===== src/rtl/prot_range_pkg.sv =====
package prot_range_pkg;

    localparam int REG_W     = 64;
    localparam int PAGE_LSB  = 12;
    localparam int VALID_BIT = 11;
    localparam int CAP_BIT   = 11;
    localparam int MT_W      = 8;

    // memory type encodings
    localparam logic [MT_W-1:0] MT_UC = 8'd0;
    localparam logic [MT_W-1:0] MT_WC = 8'd1;
    localparam logic [MT_W-1:0] MT_WT = 8'd4;
    localparam logic [MT_W-1:0] MT_WP = 8'd5;
    localparam logic [MT_W-1:0] MT_WB = 8'd6;

    typedef enum logic [1:0] {
        SEL_BASE = 2'd0,
        SEL_MASK = 2'd1,
        SEL_CAP  = 2'd2,
        SEL_NONE = 2'd3
    } reg_sel_e;

    typedef struct packed {
        logic valid;
        logic write;
        logic priv;
        logic hit;
    } acc_ctx_t;

    typedef struct packed {
        logic            fwd;
        logic            blocked;
        logic            subst;
        logic [MT_W-1:0] mtype;
    } acc_dec_t;

    function automatic logic [REG_W-1:0] cap_value();
        logic [REG_W-1:0] v;
        v          = '0;
        v[CAP_BIT] = 1'b1;
        return v;
    endfunction

    function automatic acc_dec_t decide(input acc_ctx_t c,
                                        input logic [MT_W-1:0] gen_mt,
                                        input logic [MT_W-1:0] win_mt);
        acc_dec_t d;
        d.fwd     = c.valid;
        d.blocked = 1'b0;
        d.subst   = 1'b0;
        d.mtype   = gen_mt;
        if (c.hit) begin
            if (c.priv) begin
                d.mtype = win_mt;
            end else begin
                d.mtype   = MT_UC;
                d.fwd     = 1'b0;
                d.blocked = c.valid;
                d.subst   = c.valid & ~c.write;
            end
        end
        return d;
    endfunction

endpackage


===== src/rtl/prot_range_regs.sv =====
module prot_range_regs
    import prot_range_pkg::*;
#(
    parameter int PA_W = 36
) (
    input  logic                  clk,
    input  logic                  rst,
    input  logic                  priv_mode,
    input  logic                  wr_en,
    input  logic [1:0]            sel,
    input  logic [REG_W-1:0]      wdata,
    output logic [REG_W-1:0]      rdata,
    output logic [PA_W-PAGE_LSB-1:0] base_page,
    output logic [MT_W-1:0]       base_type,
    output logic [PA_W-PAGE_LSB-1:0] mask_page,
    output logic                  mask_vld
);
    localparam int PG_W = PA_W - PAGE_LSB;

    logic wr_ok;
    logic unused_wdata;

    assign wr_ok        = wr_en & priv_mode;
    assign unused_wdata = ^wdata;

    always_ff @(posedge clk) begin
        if (rst) begin
            base_page <= '0;
            base_type <= '0;
            mask_page <= '0;
            mask_vld  <= 1'b0;
        end else if (wr_ok) begin
            case (reg_sel_e'(sel))
                SEL_BASE: begin
                    base_page <= wdata[PA_W-1:PAGE_LSB];
                    base_type <= wdata[MT_W-1:0];
                end
                SEL_MASK: begin
                    mask_page <= wdata[PA_W-1:PAGE_LSB];
                    mask_vld  <= wdata[VALID_BIT];
                end
                default: ;
            endcase
        end
    end

    always_comb begin
        rdata = '0;
        case (reg_sel_e'(sel))
            SEL_BASE: begin
                rdata[PA_W-1:PAGE_LSB] = base_page;
                rdata[MT_W-1:0]        = base_type;
            end
            SEL_MASK: begin
                rdata[PA_W-1:PAGE_LSB] = mask_page;
                rdata[VALID_BIT]       = mask_vld;
            end
            SEL_CAP:  rdata = cap_value();
            default:  rdata = '0;
        endcase
    end

    logic [PG_W-1:0] unused_pg;
    assign unused_pg = '0;

endmodule


===== src/rtl/prot_range_match.sv =====
module prot_range_match
    import prot_range_pkg::*;
#(
    parameter int PA_W = 36
) (
    input  logic [PA_W-1:0]          addr,
    input  logic [PA_W-PAGE_LSB-1:0] base_page,
    input  logic [PA_W-PAGE_LSB-1:0] mask_page,
    input  logic                     mask_vld,
    output logic                     hit
);
    localparam int PG_W = PA_W - PAGE_LSB;

    logic [PG_W-1:0] addr_page;
    logic [PG_W-1:0] bit_miss;
    logic            unused_offs;

    assign addr_page   = addr[PA_W-1:PAGE_LSB];
    assign unused_offs = ^addr[PAGE_LSB-1:0];

    for (genvar i = 0; i < PG_W; i++) begin : g_bit
        assign bit_miss[i] = mask_page[i] & (addr_page[i] ^ base_page[i]);
    end

    assign hit = mask_vld & ~(|bit_miss);

endmodule


===== src/rtl/prot_range_resolve.sv =====
module prot_range_resolve
    import prot_range_pkg::*;
#(
    parameter int DATA_W = 64
) (
    input  logic              req_valid,
    input  logic              req_write,
    input  logic              priv_mode,
    input  logic              hit,
    input  logic [MT_W-1:0]   gen_mtype,
    input  logic [MT_W-1:0]   win_mtype,
    input  logic [DATA_W-1:0] mem_rdata,
    output logic              fwd_valid,
    output logic              blocked,
    output logic [MT_W-1:0]   out_mtype,
    output logic [DATA_W-1:0] rsp_rdata
);
    acc_ctx_t ctx;
    acc_dec_t dec;

    always_comb begin
        ctx.valid = req_valid;
        ctx.write = req_write;
        ctx.priv  = priv_mode;
        ctx.hit   = hit;
        dec       = decide(ctx, gen_mtype, win_mtype);
    end

    assign fwd_valid = dec.fwd;
    assign blocked   = dec.blocked;
    assign out_mtype = dec.mtype;
    assign rsp_rdata = dec.subst ? {DATA_W{1'b1}} : mem_rdata;

endmodule


===== src/rtl/prot_range_filter.sv =====
module prot_range_filter
    import prot_range_pkg::*;
#(
    parameter int PA_W   = 36,
    parameter int DATA_W = 64
) (
    input  logic              clk,
    input  logic              rst,
    input  logic              priv_mode,
    input  logic              req_valid,
    input  logic              req_write,
    input  logic [PA_W-1:0]   req_addr,
    input  logic [7:0]        gen_mtype,
    input  logic [DATA_W-1:0] mem_rdata,
    output logic              fwd_valid,
    output logic              blocked,
    output logic              in_range,
    output logic [7:0]        out_mtype,
    output logic [DATA_W-1:0] rsp_rdata,
    input  logic              reg_wr_en,
    input  logic [1:0]        reg_sel,
    input  logic [63:0]       reg_wdata,
    output logic [63:0]       reg_rdata
);
    localparam int PG_W = PA_W - PAGE_LSB;

    logic [PG_W-1:0] base_page;
    logic [PG_W-1:0] mask_page;
    logic [MT_W-1:0] base_type;
    logic            mask_vld;

    prot_range_regs #(.PA_W(PA_W)) u_regs (
        .clk       (clk),
        .rst       (rst),
        .priv_mode (priv_mode),
        .wr_en     (reg_wr_en),
        .sel       (reg_sel),
        .wdata     (reg_wdata),
        .rdata     (reg_rdata),
        .base_page (base_page),
        .base_type (base_type),
        .mask_page (mask_page),
        .mask_vld  (mask_vld)
    );

    prot_range_match #(.PA_W(PA_W)) u_match (
        .addr      (req_addr),
        .base_page (base_page),
        .mask_page (mask_page),
        .mask_vld  (mask_vld),
        .hit       (in_range)
    );

    prot_range_resolve #(.DATA_W(DATA_W)) u_resolve (
        .req_valid (req_valid),
        .req_write (req_write),
        .priv_mode (priv_mode),
        .hit       (in_range),
        .gen_mtype (gen_mtype),
        .win_mtype (base_type),
        .mem_rdata (mem_rdata),
        .fwd_valid (fwd_valid),
        .blocked   (blocked),
        .out_mtype (out_mtype),
        .rsp_rdata (rsp_rdata)
    );

endmodule


===== config.mk =====
export PLATFORM = sky130hd
export DESIGN_NAME = prot_range_filter
export DESIGN_NICKNAME = d
export VERILOG_FILES = /design/src/rtl/prot_range_pkg.sv /design/src/rtl/prot_range_regs.sv /design/src/rtl/prot_range_match.sv /design/src/rtl/prot_range_resolve.sv /design/src/rtl/prot_range_filter.sv
export SDC_FILE = /design/constraint.sdc
export NUM_CORES = 1
export LEC_CHECK = 0
export CAP_MARGIN = 5
export CORE_AREA = 2 2 125 127
export DETAILED_ROUTE_END_ITERATION = 8
export DIE_AREA = 0 0 127 129
export PLACE_DENSITY = 0.67
export RECOVER_POWER = 25
export SLEW_MARGIN = 10
export SYNTH_ARGS = -nofsm -noshare
export SYNTH_HDL_FRONTEND = slang
export SYNTH_HIERARCHICAL = 1
export SYNTH_SLANG_ARGS = --single-unit

===== constraint.sdc =====
create_clock -name clk -period 2.77 [get_ports clk]
set_clock_uncertainty 0.05 [all_clocks]
set_input_delay 0.554 -clock clk [delete_from_list [all_inputs] [get_ports clk]]
set_output_delay 0.554 -clock clk [all_outputs]
set_load 0.02 [all_outputs]

==> summary.md <==
| Metric | Value |
|---|---|
| Largest voltage drop on the vdd net | `~280 µV` |
| Fraction of the yosys area taken by sequential cells | `0.286` |
| Number of antenna violations at the first check in global routing | `4` |
| Total congestion overflow | `0` |
| H-tree level count | `3` |
| Class of the most critical hold timing path | `reg -> reg` |
| Critical Path Source Type | `primary input` |
| Overall via count from detail_route | `approximately 4,200` |
| Count of final hold-check violations | `0` |
| Placement-stage worst setup slack | `-1.16 ns` |
| Final design area excluding fillers | `7490 µm²` |
| Wire length of the first global-routing pass | `roughly 25,000 µm` |
| Worst-margin pin slew | `between 0.8 and 0.9 ns` |
| Pin count of the biggest net entering global routing | `43` |
| Area share of the largest cell type after synthesis | `0.286` |
| Post-synthesis cell count | `~430` |
| Setup-violating endpoint count in the final report | `90` |
| Number of design rule violations left after detail routing | `0` |
| CTS Buf Count | `9` |
| X dimension of the die | `roughly 130 µm` |
| Detailed-placement wirelength estimate | `14,000 µm` |
| #FFs+latches synth | `57` |
| Final core utilization | `0.500` |
| Total Die Area | `~16,000 µm²` |
| Via count of the first global-routing pass | `4,398` |
| Non-filler cells in the finished layout | `941` |
| TritonCTS clock tree | `built` |
| Clock sink count | `57` |
| Floorplan die height | `about 130 µm` |
| Number of nets at the end of the flow | `933` |
| Clock insertion delay at the later pin of the skew report | `0.32 ns` |
| Number of instances in the placed design | `approximately 910` |
| Cell area after placement | `6880 µm²` |
| Result of the run | `complete, but fails checks` |
| Ranking of synthesized cells by area | `sky130_fd_sc_hd__dfxtp_1 29%, sky130_fd_sc_hd__mux2i_1 14%, sky130_fd_sc_hd__nand2b_1 14%, sky130_fd_sc_hd__or2_1 9.4%, sky130_fd_sc_hd__a22o_1 7.0%` |
| Worst-case setup margin in the final layout | `-0.555 ns` |
| Post-synthesis cell area | `approximately 4000 µm²` |
| Layout area overhead | `87.6%` |
| Cell chosen for the clock root | `sky130_fd_sc_hd__clkbuf_16` |
| Antenna-violating nets left | `0` |
| Fraction of layout cells with a size suffix above 1 | `0.318` |
| Cell area power density | `about 360 nW/µm²` |
| Site Rows | `45` |
| Hold-fix buffer count after cts | `0` |
| Standard cell core area | `roughly 15,000 µm²` |
| Arrival time of data at the critical path endpoint | `approximately 2.7 ns` |
| Most frequent cells in the layout | `119 x sky130_fd_sc_hd__clkdlybuf4s50_1, 90 x sky130_fd_sc_hd__nand2b_1, 83 x sky130_fd_sc_hd__buf_6` |
| Most common cell after layout, fill and taps aside | `sky130_fd_sc_hd__clkdlybuf4s50_1` |
| Biggest fanout along the worst timing path | `5` |
| Critical path class | `in -> out` |
| Worst hold-check slack | `between 0.4 and 0.5 ns` |
| Endpoint kind of the worst setup timing path | `output port` |
| Maximum clock path buffer count | `2` |
| Static leakage power | `3.51 nW` |
| Setup repair after global routing missed its margin | `true` |
| Router iterations before antenna repair | `4` |
| Starting density of the core | `0.266` |
| Total number of yosys warnings | `6` |
| Clock transition at path regs | `0.05 ns` |
| Final routed wirelength across all metal layers | `about 18,000 µm` |
| Tmin final | `3.32 ns` |
| Max-slew violations | `0` |
| Post-route clock period utilization | `1.20` |
| Share of synthesized registers carrying an async set or reset | `0` |
| Detail-routed net length per standard cell | `approximately 19 µm` |
| Max-cap violations | `0` |
| Final weighted congestion in routability-driven placement | `0.863` |
| Endpoint required time on the critical path | `between 2 and 2.5 ns` |
| Number of design-rule violations left by the first detailed-router iteration | `slightly above 80` |
| Worst slew margin relative to its limit | `0.446` |
| Number of port buffers | `244` |
| Io pins | `319` |
| Violated checks | `negative setup slack` |
| Post-Synthesis Mean Instance Area | `between 9 and 10 µm²` |
| Unique masters post-synth | `33` |
| DR vias/cell | `4.49` |
| Leading register cell type out of synthesis | `sky130_fd_sc_hd__dfxtp_1` |
| Highest clock frequency the design can meet | `301 MHz` |
| EDFF count, synth | `0` |
| All-layer global routing usage | `0.205` |
| Largest area contributor in the netlist | `sky130_fd_sc_hd__dfxtp_1` |
## cell usage after synthesis (4+ instances only)
cell type and count:
sky130_fd_sc_hd__a22oi_1 7, sky130_fd_sc_hd__xor2_1 24, sky130_fd_sc_hd__and2_1 9, sky130_fd_sc_hd__mux2i_1 57, sky130_fd_sc_hd__buf_6 10, sky130_fd_sc_hd__a22o_1 32, sky130_fd_sc_hd__or2_2 4, sky130_fd_sc_hd__buf_4 34
sky130_fd_sc_hd__or2_1 60, sky130_fd_sc_hd__nand2b_1 90, sky130_fd_sc_hd__dfxtp_1 57, sky130_fd_sc_hd__ha_1 5, sky130_fd_sc_hd__clkbuf_1 11
## routing by layer
metal | part of all wire | track usage
met5 | 0.0019 | 0
met4 | 0.032 | 0.0685
met3 | 0.070 | 0.0565
met2 | 0.53 | 0.385
met1 | 0.37 | 0.222
## power by group
part | internal, W | switching, W | total, W
combinational | 0.000411 | 0.000326 | 0.000736
clock | 0.000736 | 0.000375 | 0.00111
sequential | 0.000840 | 0.0000126 | 0.000852
## worst max-delay path: stages
cell and delay (ns):
sky130_fd_sc_hd__buf_6 0.09, sky130_fd_sc_hd__xor2_1 0.16, sky130_fd_sc_hd__a222oi_1 0.44, sky130_fd_sc_hd__nand4_1 0.30
sky130_fd_sc_hd__nor3_4 0.28, sky130_fd_sc_hd__and4bb_4 0.34, sky130_fd_sc_hd__buf_8 0.15, sky130_fd_sc_hd__clkbuf_16 0.15
sky130_fd_sc_hd__or2_1 0.13, sky130_fd_sc_hd__buf_6 0.13
## kinds of logic (layout without fill, tap and decap cells)
group                      count (synthesis)  count (layout)  share of synthesized area
AOI/OAI and AO/OA                         46              46                     0.0997
xor gates and xnor gates                  24              24                     0.0527
adders and majority gates                  5               5                     0.0157
buffers and inverters                     64             354                      0.120
DFF                                       57              57                      0.286
muxes                                     57              57                      0.143
other                                      1              32                   0.000940
and+or+nand+nor                          178             178                      0.282
## worst paths after layout
check,startpoint,end,slack [ns],cells after the start
min reg2reg,u_regs/mask_page[19]$_SDFFE_PP0P_,u_regs/mask_page[19]$_SDFFE_PP0P_,0.44,2
max,req_addr[16],rsp_rdata[55],-0.55,10
max reg2reg,u_regs/base_page[18]$_SDFFE_PP0P_,u_regs/base_page[18]$_SDFFE_PP0P_,1.98,3
min,u_regs/mask_page[19]$_SDFFE_PP0P_,u_regs/mask_page[19]$_SDFFE_PP0P_,0.44,2
## state kept, by name, summed over array words and instances, names as in the netlist
signal            count
u_regs/base_page     24
u_regs/base_type      8
u_regs/mask_page     24
u_regs/mask_vld       1
## metrics by stage
stage               setup TNS (ns)  power, W
floorplan                    -3.95   0.00120
global placement            -82.13   0.00157
detailed placement          -87.11   0.00157
CTS                         -31.08   0.00272
global route                -39.40   0.00280
finish                      -37.09   0.00270
## layout make-up
| class | instances | area, µm² |
|---|---|---|
| sequential | 57 | 1140 |
| clock inverter | 3 | 40.0 |
| tap | 188 | 235 |
| inverter | 4 | 22.5 |
| timing repair buffer | 335 | 3220 |
| clock buffer | 12 | 256 |
| fill | 1420 | 7490 |
| multi-input combinational | 341 | 2560 |
| antenna | 1 | 2.50 |
## what timing repair did
action | CTS | global route
buffers inserted | 7 | 7
cloned | 2 | 5
resized for setup | 528 | 32
setup endpoints to repair | 107 | 93
pin swaps | 18 | 22
Power figures use the tool's default switching activity.
